$ cat config.mk
export PLATFORM = sky130hd
export DESIGN_NAME = skew_cal_ctrl
export DESIGN_NICKNAME = d
export VERILOG_FILES = /design/src/rtl/skew_pkg.sv /design/src/rtl/skew_pair.sv /design/src/rtl/skew_acc.sv /design/src/rtl/skew_sched.sv /design/src/rtl/skew_code.sv /design/src/rtl/skew_cal_ctrl.sv
export SDC_FILE = /design/constraint.sdc
export NUM_CORES = 1
export LEC_CHECK = 0
export CORE_ASPECT_RATIO = 0.9
export CORE_MARGIN = 8
export CORE_UTILIZATION = 67
export CTS_BUF_LIST = sky130_fd_sc_hd__clkbuf_16
export CTS_CLUSTER_DIAMETER = 60
export DETAILED_ROUTE_END_ITERATION = 7
export GPL_ROUTABILITY_DRIVEN = 0
export PLACE_DENSITY = 0.93
export SLEW_MARGIN = 30
export SYNTH_ARGS = -nofsm -noshare
export SYNTH_HDL_FRONTEND = slang
export SYNTH_SLANG_ARGS = --single-unit
$ cat constraint.sdc
create_clock -name clk -period 30.7 [get_ports clk]
set_clock_uncertainty 0.2 [all_clocks]
set_input_delay 6.14 -clock clk [delete_from_list [all_inputs] [get_ports clk]]
set_output_delay 6.14 -clock clk [all_outputs]
set_load 0.05 [all_outputs]
$ cat src/rtl/skew_pkg.sv
package skew_pkg;
  typedef enum logic [1:0] {
    PH_COMPUTE = 2'd0,
    PH_DECIDE  = 2'd1,
    PH_REST    = 2'd2
  } phase_t;
endpackage

$ cat src/rtl/skew_pair.sv
module skew_pair #(
  parameter int SMP_W = 10
) (
  input  logic                        clk,
  input  logic                        rst,
  input  logic                        vld,
  input  logic                        en,
  input  logic                        clr,
  input  logic signed [SMP_W-1:0]     x,
  output logic signed [2*SMP_W-1:0]   prod,
  output logic                        prod_vld,
  output logic                        prod_sub
);
  // is_b: the next strobed sample belongs to channel B
  logic                    is_b;
  logic signed [SMP_W-1:0] last_a, last_b, partner;
  logic                    has_a, has_b;

  always_ff @(posedge clk) begin
    if (rst) begin
      is_b   <= 1'b0;
      last_a <= '0;
      last_b <= '0;
      has_a  <= 1'b0;
      has_b  <= 1'b0;
    end else begin
      if (vld) is_b <= ~is_b;
      if (clr) begin
        has_a <= 1'b0;
        has_b <= 1'b0;
      end else if (en && vld) begin
        if (is_b) begin
          last_b <= x;
          has_b  <= 1'b1;
        end else begin
          last_a <= x;
          has_a  <= 1'b1;
        end
      end
    end
  end

  assign partner  = is_b ? last_a : last_b;
  assign prod     = partner * x;
  assign prod_vld = en && vld && (is_b ? has_a : has_b);
  assign prod_sub = ~is_b;
endmodule

$ cat src/rtl/skew_acc.sv
module skew_acc #(
  parameter int PROD_W = 20,
  parameter int ACC_W  = 34
) (
  input  logic                     clk,
  input  logic                     rst,
  input  logic                     clr,
  input  logic                     pv,
  input  logic                     sub,
  input  logic signed [PROD_W-1:0] prod,
  output logic signed [ACC_W-1:0]  acc
);
  logic signed [ACC_W-1:0] ext;
  assign ext = {{(ACC_W-PROD_W){prod[PROD_W-1]}}, prod};

  always_ff @(posedge clk) begin
    if (rst || clr) acc <= '0;
    else if (pv)    acc <= sub ? acc - ext : acc + ext;
  end
endmodule

$ cat src/rtl/skew_sched.sv
module skew_sched
  import skew_pkg::*;
#(
  parameter int WIN_LEN = 8000,
  parameter int REST_W  = 24
) (
  input  logic              clk,
  input  logic              rst,
  input  logic              vld,
  input  logic [REST_W-1:0] rest_len,
  output phase_t            phase,
  output logic              en,
  output logic              clr,
  output logic              decide
);
  localparam int CNT_W = $clog2(WIN_LEN + 1);

  logic [CNT_W-1:0]  cnt;
  logic [REST_W-1:0] rcnt;
  logic              leave;

  assign leave  = (phase == PH_REST) &&
                  (({1'b0, rcnt} + 1'b1) >= {1'b0, rest_len});
  assign en     = (phase == PH_COMPUTE);
  assign decide = (phase == PH_DECIDE);
  assign clr    = leave;

  always_ff @(posedge clk) begin
    if (rst) begin
      phase <= PH_COMPUTE;
      cnt   <= '0;
      rcnt  <= '0;
    end else begin
      case (phase)
        PH_COMPUTE: if (vld) begin
          if (cnt == CNT_W'(WIN_LEN - 1)) begin
            cnt   <= '0;
            phase <= PH_DECIDE;
          end else begin
            cnt <= cnt + 1'b1;
          end
        end
        PH_DECIDE: begin
          rcnt  <= '0;
          phase <= PH_REST;
        end
        PH_REST: begin
          if (leave) phase <= PH_COMPUTE;
          else       rcnt  <= rcnt + 1'b1;
        end
        default: phase <= PH_COMPUTE;
      endcase
    end
  end
endmodule

$ cat src/rtl/skew_code.sv
module skew_code #(
  parameter int CODE_W   = 6,
  parameter int CODE_RST = 32,
  parameter int ACC_W    = 34,
  parameter int DB_W     = 32
) (
  input  logic                    clk,
  input  logic                    rst,
  input  logic                    decide,
  input  logic signed [ACC_W-1:0] acc,
  input  logic [DB_W-1:0]         deadband,
  output logic [CODE_W-1:0]       code,
  output logic                    upd
);
  localparam int CMP_W = ((ACC_W > DB_W) ? ACC_W : DB_W) + 1;
  localparam logic [CODE_W-1:0] CODE_MAX = {CODE_W{1'b1}};

  logic signed [CMP_W-1:0] acc_x, db_x;
  logic                    go_up, go_dn;

  assign acc_x = {{(CMP_W-ACC_W){acc[ACC_W-1]}}, acc};
  assign db_x  = {{(CMP_W-DB_W){1'b0}}, deadband};
  assign go_up = acc_x > db_x;
  assign go_dn = acc_x < -db_x;

  always_ff @(posedge clk) begin
    if (rst) begin
      code <= CODE_W'(CODE_RST);
      upd  <= 1'b0;
    end else begin
      upd <= decide;
      if (decide) begin
        if (go_up && code != CODE_MAX)      code <= code + 1'b1;
        else if (go_dn && code != '0)       code <= code - 1'b1;
      end
    end
  end
endmodule

$ cat src/rtl/skew_cal_ctrl.sv
module skew_cal_ctrl
  import skew_pkg::*;
#(
  parameter int SMP_W    = 10,
  parameter int CODE_W   = 6,
  parameter int CODE_RST = 32,
  parameter int WIN_LEN  = 8000,
  parameter int REST_W   = 24,
  parameter int DB_W     = 32
) (
  input  logic                    clk,
  input  logic                    rst,
  input  logic                    smp_vld,
  input  logic signed [SMP_W-1:0] smp_data,
  input  logic [REST_W-1:0]       rest_len,
  input  logic [DB_W-1:0]         deadband,
  output logic [CODE_W-1:0]       code_o,
  output logic                    busy_o,
  output logic                    upd_o
);
  localparam int PROD_W = 2 * SMP_W;
  localparam int ACC_W  = PROD_W + $clog2(WIN_LEN) + 1;

  phase_t                   phase;
  logic                     en, clr, decide;
  logic signed [PROD_W-1:0] prod;
  logic                     prod_vld, prod_sub;
  logic signed [ACC_W-1:0]  acc_q;

  skew_sched #(.WIN_LEN(WIN_LEN), .REST_W(REST_W)) u_sched (
    .clk(clk), .rst(rst), .vld(smp_vld), .rest_len(rest_len),
    .phase(phase), .en(en), .clr(clr), .decide(decide)
  );

  skew_pair #(.SMP_W(SMP_W)) u_pair (
    .clk(clk), .rst(rst), .vld(smp_vld), .en(en), .clr(clr), .x(smp_data),
    .prod(prod), .prod_vld(prod_vld), .prod_sub(prod_sub)
  );

  skew_acc #(.PROD_W(PROD_W), .ACC_W(ACC_W)) u_acc (
    .clk(clk), .rst(rst), .clr(clr), .pv(prod_vld), .sub(prod_sub),
    .prod(prod), .acc(acc_q)
  );

  skew_code #(.CODE_W(CODE_W), .CODE_RST(CODE_RST), .ACC_W(ACC_W),
              .DB_W(DB_W)) u_code (
    .clk(clk), .rst(rst), .decide(decide), .acc(acc_q),
    .deadband(deadband), .code(code_o), .upd(upd_o)
  );

  assign busy_o = (phase != PH_REST);
endmodule

==> out/metrics.yaml <==
outcome:
  status: "finished clean"
timing:
  period_needed_ps: 15080
  max_slew_margin_pct: 38.57
  drv_slew: 0
  hold_violations: 0
  fmax_mhz: 66.33
  setup_viol: 0
  rsz0062_at_grt: "no"
  setup_ws_ps: 15620
  worstMarginPinSlew_ps: 921.4
  tns_ps: 0
  period_share_pct: 49.11
routing:
  via_per_inst: 6.143
  dr.pass1.iters: 5
  wire_per_inst_microns: 16.56
  drtAntennaViolNets: 0
  drc: 0
  drtIter0Drc: 1018
  dr_total_vias: 12428
  wl_microns: 33510
global_routing:
  grt_usage_pct: 26.59
  grt_pass1_wl_microns: 56500
  overflow: 0
  grt_start_max_net_pins: 67
  grt_pass1_vias: 12172
  antenna_found_initial: 0
worst_setup_path:
  rrSetupSlack_ps: 20850
  cpMostUsedCell: "fa_1"
  max_stage_delay_ps: 720
  r2r-end: "u_acc.acc[33]$_SDFFE_PP0P_"
  crit_path_end_kind: "flip-flop"
  crit_type: "input pin to flip-flop"
  cp_slowest_cell: "clkdlybuf4s50_1"
  cp.required_ps: 30800
  cp.arrival_ps: 15180
  rr_worst_depth: 29
  r2r-start: "u_pair.is_b$_SDFFE_PP0P_"
  worstPathMaxFanout: 12
  critPathLaunchType: "input pin"
pwr:
  leakage_uw: 0.007226
  p_per_area_mw_per_mm2: 54.32
  irDropWorstVdd_uv: 45.11
clock_network:
  cts_tree: "built"
  root_buffer: "clkbuf_16"
  cts_setup_buffers: 0
  cts_max_path_buffers: 2
  hold_buffers: 0
  path_clk_slew_ps: 80
  insertion_delay_ps: 370
  cts.htree.levels: 3
  cts_resized: 0
  cts-buffers-inserted: 9
  cts_sinks: 103
synthesis:
  synth.cell_area_sq_mm: 0.01364
  ys_warn_count: 0
  synth_top_area_share_pct: 16.51
  avgSynthCellArea_sq_um: 7.914
  synth-seq-area-share_pct: 15.11
  synth_seq_cells: 103
  syn_inst: 1724
  async_flop_share_pct: 0
  synthTopCellsByArea: "ha_1, dfxtp_1, fa_1"
  synthesis.nets: 2066
  synth_edf_count: 0
  synthDistinctLibCells: 73
  synth_ff_type: "dfxtp_1"
  yosysTopAreaCell: "ha_1"
worst_hold_path:
  min_from: "u_pair.last_b[8]$_SDFFE_PP0P_"
  holdCritPathClass: "flip-flop to flip-flop"
  hold_path_end: "u_pair.last_b[8]$_SDFFE_PP0P_"
  whs_path_depth: 2
die:
  dieArea_sq_mm: 0.02519
  initial_utilization_pct: 68.27
  rows: 49
  coreArea_sq_mm: 0.01999
  die_w_microns: 166.4
  die_h_microns: 151.4
  io_pins: 77
finish:
  mostFrequentLayoutCells: "inv_1, nand2_1, ha_1"
  layout_commonest_cell: "inv_1"
  diodes: 0
  final_net_count: 2105
  fin_cells: 2023
  nFillCells: 1380
  layout-drive-gt1-share_pct: 3.507
  areaGrowthSynthToFinish_pct: 9.033
placed_design:
  dpl.hpwl_microns: 26170
  pre_cts_ws_ps: 15460
  io_buffers: 76
  dpl.cell_count: 2006
flow_run:
  cap_violations: 0
## power breakdown
group	total (uW)	leakage [uW]	switching, uW	internal, uW
combinational	530	0.00623	311	219
clock	128	0.000158	61.6	66.1
sequential	150	0.000834	9.93	140
## cells in the mapped netlist, types with 28 or more instances
library cell and number:
a21oi_1 135, a21o_1 54, nand2b_1 30, dfxtp_1 103
clkbuf_1 48, fa_1 93, nand3_1 51, nand4_1 28
xnor2_1 80, xor2_1 39, inv_1 207, and2_1 50
ha_1 180, nor2_1 118, nand2_1 193, o21ai_0 36
## worst max path at each step
stage | start | endpoint | cells after the start
after floorplan | smp_data[1] | u_acc.acc[33]$_SDFFE_PP0P_ | 31
after global placement | smp_data[1] | u_acc.acc[33]$_SDFFE_PP0P_ | 30
after detailed placement | smp_data[1] | u_acc.acc[33]$_SDFFE_PP0P_ | 30
after CTS | smp_data[1] | u_acc.acc[33]$_SDFFE_PP0P_ | 30
after global routing | smp_data[1] | u_acc.acc[33]$_SDFFE_PP0P_ | 30
final | smp_data[1] | u_acc.acc[33]$_SDFFE_PP0P_ | 30
## flip-flops by register name (all words and copies together) (netlist names)
signal and cells:
u_acc.acc 34, u_sched.rcnt 24, u_sched.cnt 13, u_pair.last_a 10, u_pair.last_b 10, u_code.code 6, u_sched.phase 2, u_code.upd 1
u_pair.has_a 1, u_pair.has_b 1, u_pair.is_b 1
## routing by layer
metal | vias to the layer above | share of wire (%) | global-route usage [%]
li1 | 5942 | - | -
met1 | 5926 | 42 | 32.20
met2 | 478 | 49 | 47.74
met3 | 82 | 6.4 | 4.351
met4 | 0 | 2.6 | 8.907
met5 | - | 0 | 0
## critical path, delay by kind of cell
kind	cells	cell delay (ps)
buf+inv	4	1000
xor+xnor	1	530
mux	1	170
fa+ha+maj	7	3460
simple gates	2	300
compound gates	15	3570
## metrics by stage
stage                     utilization [%]  cell area, sq um  total power (uW)  hold WS [ps]
after floorplan                         -             13640             563.3         232.9
after global placement              72.77             14550             650.6         238.3
after detailed placement            72.77             14550             672.5         246.0
after CTS                           74.40             14870             803.7         257.6
after global routing                74.43             14880             871.3         280.2
final                               74.43             14880             808.1         253.4
## cells by family (layout without fill, tap and decap cells)
family                   Yosys count  in the layout  share of synthesized area, %
AND/OR/NAND/NOR                  605            605                         21.98
AO/OA/AOI/OAI                    343            343                         16.12
adder cells (fa/ha/maj)          273            273                         30.15
buffers and inverters            260            304                         7.189
XOR/XNOR                         120            120                         7.804
flip-flops                       103            103                         15.11
multiplexers                      20             20                         1.641
## final cells by class
cell class	instances	area (sq um)	area share, %
Multi-Input combinational cell	1361	10600	71.27
Timing Repair Buffer	81	790.8	5.315
Clock buffer	9	225.2	1.514
Inverter	207	777.0	5.223
Tap cell	255	319.1	2.145
Clock inverter	7	100.1	0.6728
Sequential cell	103	2062	13.86
Note: power is estimated with default switching activity, not from simulation.
